<file path="src/rtl/uart_tx_pkg.sv">
package uart_tx_pkg;
  // framing overhead around the data bits
  localparam int START_BITS = 1;
  localparam int STOP_BITS  = 1;

  typedef struct packed {
    logic auto_en;
    logic flow_sel;
  } flow_cfg_t;

  function automatic logic flow_active(input flow_cfg_t cfg);
    return cfg.auto_en & cfg.flow_sel;
  endfunction
endpackage

</file>
<file path="src/rtl/uart_tx_store.sv">
module uart_tx_store #(
  parameter int DATA_W = 8,
  parameter int DEPTH  = 16,
  localparam int AW = $clog2(DEPTH),
  localparam int CW = $clog2(DEPTH + 1)
) (
  input  logic              clk,
  input  logic              rst_n,
  input  logic              fifo_en,
  input  logic              push_valid,
  input  logic [DATA_W-1:0] push_data,
  output logic              push_ready,
  input  logic              pop,
  output logic [DATA_W-1:0] pop_data,
  output logic [CW-1:0]     level
);
  logic [DATA_W-1:0] mem [DEPTH];
  logic [AW-1:0]     wr_ptr, rd_ptr;
  logic              do_push, do_pop, at_cap;

  // holding-register mode is the same array limited to one entry
  assign at_cap     = fifo_en ? (level == CW'(DEPTH)) : (level != '0);
  assign push_ready = ~at_cap;
  assign do_push    = push_valid & push_ready;
  assign do_pop     = pop & (level != '0);
  assign pop_data   = mem[rd_ptr];

  function automatic logic [AW-1:0] bump(input logic [AW-1:0] p);
    return (p == AW'(DEPTH - 1)) ? '0 : p + AW'(1);
  endfunction

  always_ff @(posedge clk) begin
    if (do_push) mem[wr_ptr] <= push_data;
  end

  always_ff @(posedge clk or negedge rst_n) begin
    if (!rst_n) begin
      wr_ptr <= '0;
      rd_ptr <= '0;
      level  <= '0;
    end else begin
      if (do_push) wr_ptr <= bump(wr_ptr);
      if (do_pop)  rd_ptr <= bump(rd_ptr);
      case ({do_push, do_pop})
        2'b10:   level <= level + CW'(1);
        2'b01:   level <= level - CW'(1);
        default: level <= level;
      endcase
    end
  end
endmodule

</file>
<file path="src/rtl/uart_tx_gate.sv">
module uart_tx_gate
  import uart_tx_pkg::*;
(
  input  flow_cfg_t cfg,
  input  logic      cts_n,
  input  logic      shifter_busy,
  input  logic      pending,
  output logic      load,
  output logic      halted
);
  logic block;

  // consulted only when the shifter is free to take the next byte
  assign block  = flow_active(cfg) & cts_n;
  assign load   = ~shifter_busy & pending & ~block;
  assign halted = ~shifter_busy & pending & block;
endmodule

</file>
<file path="src/rtl/uart_tx_shift.sv">
module uart_tx_shift
  import uart_tx_pkg::*;
#(
  parameter int DATA_W        = 8,
  parameter int TICKS_PER_BIT = 16,
  localparam int FW = DATA_W + START_BITS + STOP_BITS,
  localparam int BW = $clog2(FW),
  localparam int TW = $clog2(TICKS_PER_BIT)
) (
  input  logic              clk,
  input  logic              rst_n,
  input  logic              tick,
  input  logic              load,
  input  logic [DATA_W-1:0] load_data,
  output logic              busy,
  output logic              txd
);
  logic [FW-1:0] frame;
  logic [BW-1:0] bit_no;
  logic [TW-1:0] tick_no;

  assign txd = busy ? frame[0] : 1'b1;

  always_ff @(posedge clk or negedge rst_n) begin
    if (!rst_n) begin
      frame   <= '1;
      bit_no  <= '0;
      tick_no <= '0;
      busy    <= 1'b0;
    end else if (load && !busy) begin
      frame   <= {{STOP_BITS{1'b1}}, load_data, {START_BITS{1'b0}}};
      bit_no  <= '0;
      tick_no <= '0;
      busy    <= 1'b1;
    end else if (busy && tick) begin
      if (tick_no == TW'(TICKS_PER_BIT - 1)) begin
        tick_no <= '0;
        if (bit_no == BW'(FW - 1)) begin
          busy <= 1'b0;
        end else begin
          bit_no <= bit_no + BW'(1);
          frame  <= {1'b1, frame[FW-1:1]};
        end
      end else begin
        tick_no <= tick_no + TW'(1);
      end
    end
  end
endmodule

</file>
<file path="src/rtl/uart_tx_flow.sv">
module uart_tx_flow
  import uart_tx_pkg::*;
#(
  parameter int DATA_W        = 8,
  parameter int DEPTH         = 16,
  parameter int TICKS_PER_BIT = 16,
  localparam int CW = $clog2(DEPTH + 1)
) (
  input  logic              clk,
  input  logic              rst_n,
  input  logic              wr_valid,
  input  logic [DATA_W-1:0] wr_data,
  output logic              wr_ready,
  input  logic              baud_tick,
  input  logic              cts_n,
  input  logic              fifo_en,
  input  logic              auto_cts_en,
  input  logic              rts_cts_sel,
  output logic              txd,
  output logic              tx_empty,
  output logic              tx_halted
);
  logic [CW-1:0]     level;
  logic [DATA_W-1:0] head;
  logic              busy, load;
  flow_cfg_t         cfg;

  assign cfg.auto_en  = auto_cts_en;
  assign cfg.flow_sel = rts_cts_sel;

  uart_tx_store #(.DATA_W(DATA_W), .DEPTH(DEPTH)) u_store (
    .clk(clk), .rst_n(rst_n), .fifo_en(fifo_en),
    .push_valid(wr_valid), .push_data(wr_data), .push_ready(wr_ready),
    .pop(load), .pop_data(head), .level(level)
  );

  uart_tx_gate u_gate (
    .cfg(cfg), .cts_n(cts_n), .shifter_busy(busy),
    .pending(level != '0), .load(load), .halted(tx_halted)
  );

  uart_tx_shift #(.DATA_W(DATA_W), .TICKS_PER_BIT(TICKS_PER_BIT)) u_shift (
    .clk(clk), .rst_n(rst_n), .tick(baud_tick), .load(load),
    .load_data(head), .busy(busy), .txd(txd)
  );

  assign tx_empty = (level == '0) & ~busy;
endmodule

</file>
<file path="config.mk">
export PLATFORM = sky130hd
export DESIGN_NAME = uart_tx_flow
export DESIGN_NICKNAME = d
export VERILOG_FILES = /design/src/rtl/uart_tx_pkg.sv /design/src/rtl/uart_tx_store.sv /design/src/rtl/uart_tx_gate.sv /design/src/rtl/uart_tx_shift.sv /design/src/rtl/uart_tx_flow.sv
export SDC_FILE = /design/constraint.sdc
export NUM_CORES = 1
export LEC_CHECK = 0
export ABC_AREA = 1
export BUFFER_PORTS_ARGS = -buffer_cell sky130_fd_sc_hd__buf_2
export CAP_MARGIN = 20
export CORE_MARGIN = 1
export CORE_UTILIZATION = 45
export CTS_CLUSTER_SIZE = 25
export DETAILED_ROUTE_END_ITERATION = 6
export MAX_ROUTING_LAYER = met4
export PLACE_DENSITY = 0.63
export SYNTH_ARGS = -nofsm -noshare
export SYNTH_HDL_FRONTEND = slang
export SYNTH_HIERARCHICAL = 1
export SYNTH_SLANG_ARGS = --single-unit
</file>
<file path="constraint.sdc">
create_clock -name clk -period 6.33 [get_ports clk]
set_input_delay 0.3165 -clock clk [delete_from_list [all_inputs] [get_ports clk]]
set_output_delay 0.3165 -clock clk [all_outputs]
set_load 0.02 [all_outputs]
</file>
==> results.toml <==
[sta]
rsz0062_at_grt = "no"
hold_slack_ns = 0.226
hold_viol = 0
slew_headroom_pct = 27.9
finClkSkew_ns = 0.0130
fmax_ghz = 0.381
worstMarginPinSlew_ns = 1.07
slew_violations = 0
finalSetupViolCount = 0
finalCritPeriodShare_pct = 41.5
period_needed_ns = 2.63
setup_tns_ns = 0

[clock_network]
cts_buffers = 17
cts_root_buf = "clkbuf_16"
h-tree-depth = 4
tritoncts = "built"
insertion_delay_ns = 0.43
cts_setup_buffers = 0
cts_sinks = 159
clockBufferDepth = 2
clk_pin_slew_ns = 0.06

[final_layout]
fin_nets = 754
diodes = 0
fin_util_pct = 52.4
area_growth_pct = 12.0
design_area_sq_um = 8090
drive_above_1_share_pct = 12.7

[logic_synthesis]
avgSynthCellArea_sq_um = 10.3
synth_seq_area_share_pct = 64.1
netlist_top_cells_area = "edfxtp_1, dfrtp_1, nand2_1"
synth_common_cells = "nand2_1, edfxtp_1, nor2_1, o21ai_0, inv_1"
async_flop_share_pct = 19.5
synth_edf_count = 128
synth_most_common_cell = "nand2_1"
synth-main-ff-cell = "edfxtp_1"
yosys.area.top_type = "edfxtp_1"
synth.top_cell.area_share_pct = 53.2
syn_area_sq_um = 7220
synthDistinctLibCells = 36
synth_nets = 730
synth-seq-cells = 159
synthCells = 703
ys_warn_count = 6

[hold_path]
holdPathStages = 3
hp-class = "input port to flip-flop"
min_to = "u_store/wr_ptr[0]$_DFFE_PN0P_"
hold_path_startpoint = "wr_valid"

[floorplan]
fp-row-count = 45
die_width_um = 129
die-area_sq_um = 16600
die_h_um = 129
core_sq_um = 15400
io-pin-count = 20
start_util_pct = 46.8

[drt]
num_vias = 4965
totalWireLength_um = 15600
drt-initial-drc-count = 369
wl_per_cell_um = 16.4
viasPerCell = 5.22
final_antenna_net_count = 0
drtPass1Iterations = 5
drc = 0

[power]
p_leak_nw = 3.22
p_per_area_nw_per_um2 = 431
ir_worst_vdd_mv = 0.246

[grt]
grt_pass1_vias = 4967
grt_max_degree = 76
globalRouteTotalUtil_pct = 21.8
grt.overflow.total = 0
grt_pass1_wl_um = 25500
antenna_found_initial = 0

[setup_path]
r2r_slack_ns = 3.70
crit_path_end_kind = "flip-flop"
slowest_delay_ns = 0.99
crit_arrival_ns = 3.00
cp_max_fo = 41
worst_path_max_delay_cell = "dfrtp_1"
rr_endpoint = "u_shift/frame[2]$_DFFE_PN1P_"
cpMostUsedCell = "nand2_1"
r2r-start = "u_store/rd_ptr[1]$_DFFE_PN0P_"
crit_chain = "inv_2 -> nor2_1 -> o21ai_0 -> nand2_1 -> nand2_1 -> nand2_1 -> inv_1 -> nand2_1 -> nand2_1 -> nand2_1 -> nand2_1 -> nand2_1"
worstPathRequired_ns = 6.71
reg2regPathDepth = 12
cp-start-kind = "flip-flop"
crit_type = "flip-flop to flip-flop"

[place]
dpl_cell_area_sq_um = 7450
hpwl_um = 10100
io_buffers = 19
routabilityCongestion = 0.817

[run]
max_cap_violations = 0

[outcome]
status = "finished, final reports clean"
-- layout make-up --
class / count / area, sq um
sequential: 159 / 4630
inverter: 56 / 210
clock inverter: 15 / 173
timing repair buffer: 34 / 193
tap: 211 / 264
multi-input combinational: 459 / 2190
clock buffer: 17 / 425
fill: 1393 / 7340
-- power by group --
group	switching [mW]	internal [mW]	total [mW]
Sequential	0.127	1.28	1.40
Combinational	0.721	0.340	1.06
Clock	0.431	0.592	1.02
Total	1.28	2.21	3.49
-- worst max path at each step --
stage,startpoint,end,slack [ns],cells past startpoint
after floorplan,u_store/level[1]$_DFFE_PN0P_,u_store/level[4]$_DFFE_PN0P_,4.21,20
after global placement,u_store/rd_ptr[0]$_DFFE_PN0P_,u_shift/frame[8]$_DFFE_PN1P_,3.81,11
after detailed placement,u_store/rd_ptr[1]$_DFFE_PN0P_,u_shift/frame[8]$_DFFE_PN1P_,3.76,10
after CTS,u_store/rd_ptr[1]$_DFFE_PN0P_,u_shift/frame[8]$_DFFE_PN1P_,3.74,10
after global routing,u_store/rd_ptr[1]$_DFFE_PN0P_,u_shift/frame[1]$_DFFE_PN1P_,3.44,12
final,u_store/rd_ptr[1]$_DFFE_PN0P_,u_shift/frame[2]$_DFFE_PN1P_,3.70,12
-- cells in the final DEF (no fill, tap or decap), types with 8 or more instances in the layout --
cell type	netlist	layout
o211ai_1	8	8
o21ai_0	55	55
o21ai_1	17	17
clkbuf_16	0	17
nor3_1	14	14
edfxtp_1	128	128
ha_1	11	11
nand3_1	51	51
dfstp_2	9	9
inv_1	53	53
nand2_1	145	145
nor2_1	125	125
buf_2	10	26
dfrtp_1	22	21
-- sequential cells by signal, indices dropped and copies added, names as in the netlist --
signal and cells:
u_shift/bit_no 4, u_shift/busy 1, u_store/wr_ptr 4, u_shift/tick_no 4, u_store/mem 128, u_store/level 5, u_store/rd_ptr 4, u_shift/frame 9
-- repair_timing --
item,in CTS,in global routing
hold endpoints to repair,22,0
hold buffers,1,0
resized for setup,0,0
-- per-stage QoR --
stage               cells  power [mW]  worst slack, ns
floorplan             703        2.23             4.21
global placement      908        2.44             3.81
detailed placement    913        2.47             3.76
CTS                   946        3.51             3.74
global route          951        3.72             3.44
finish                951        3.49             3.70
-- layer usage --
layer / vias to the layer above / routed length, um / track usage (%)
met5: - / 0 / -
met4: 0 / 235 / 8.17
met3: 21 / 876 / 4.74
met2: 153 / 7710 / 35.8
met1: 2378 / 6810 / 26.3
li1: 2413 / - / -
-- cell families after synthesis --
kind of cell | synth area share, %
xor+xnor | 0.970
compound gates | 6.29
flops | 64.1
fa+ha+maj | 1.91
buf+inv | 5.49
simple gates | 21.2
-- critical path, delay by kind of cell, from the launching register on --
kind | cells | cell delay, ns
flops | 1 | 0.99
simple gates | 9 | 0.86
buf+inv | 2 | 0.61
compound gates | 1 | 0.10
(Power assumes the default switching activity.)
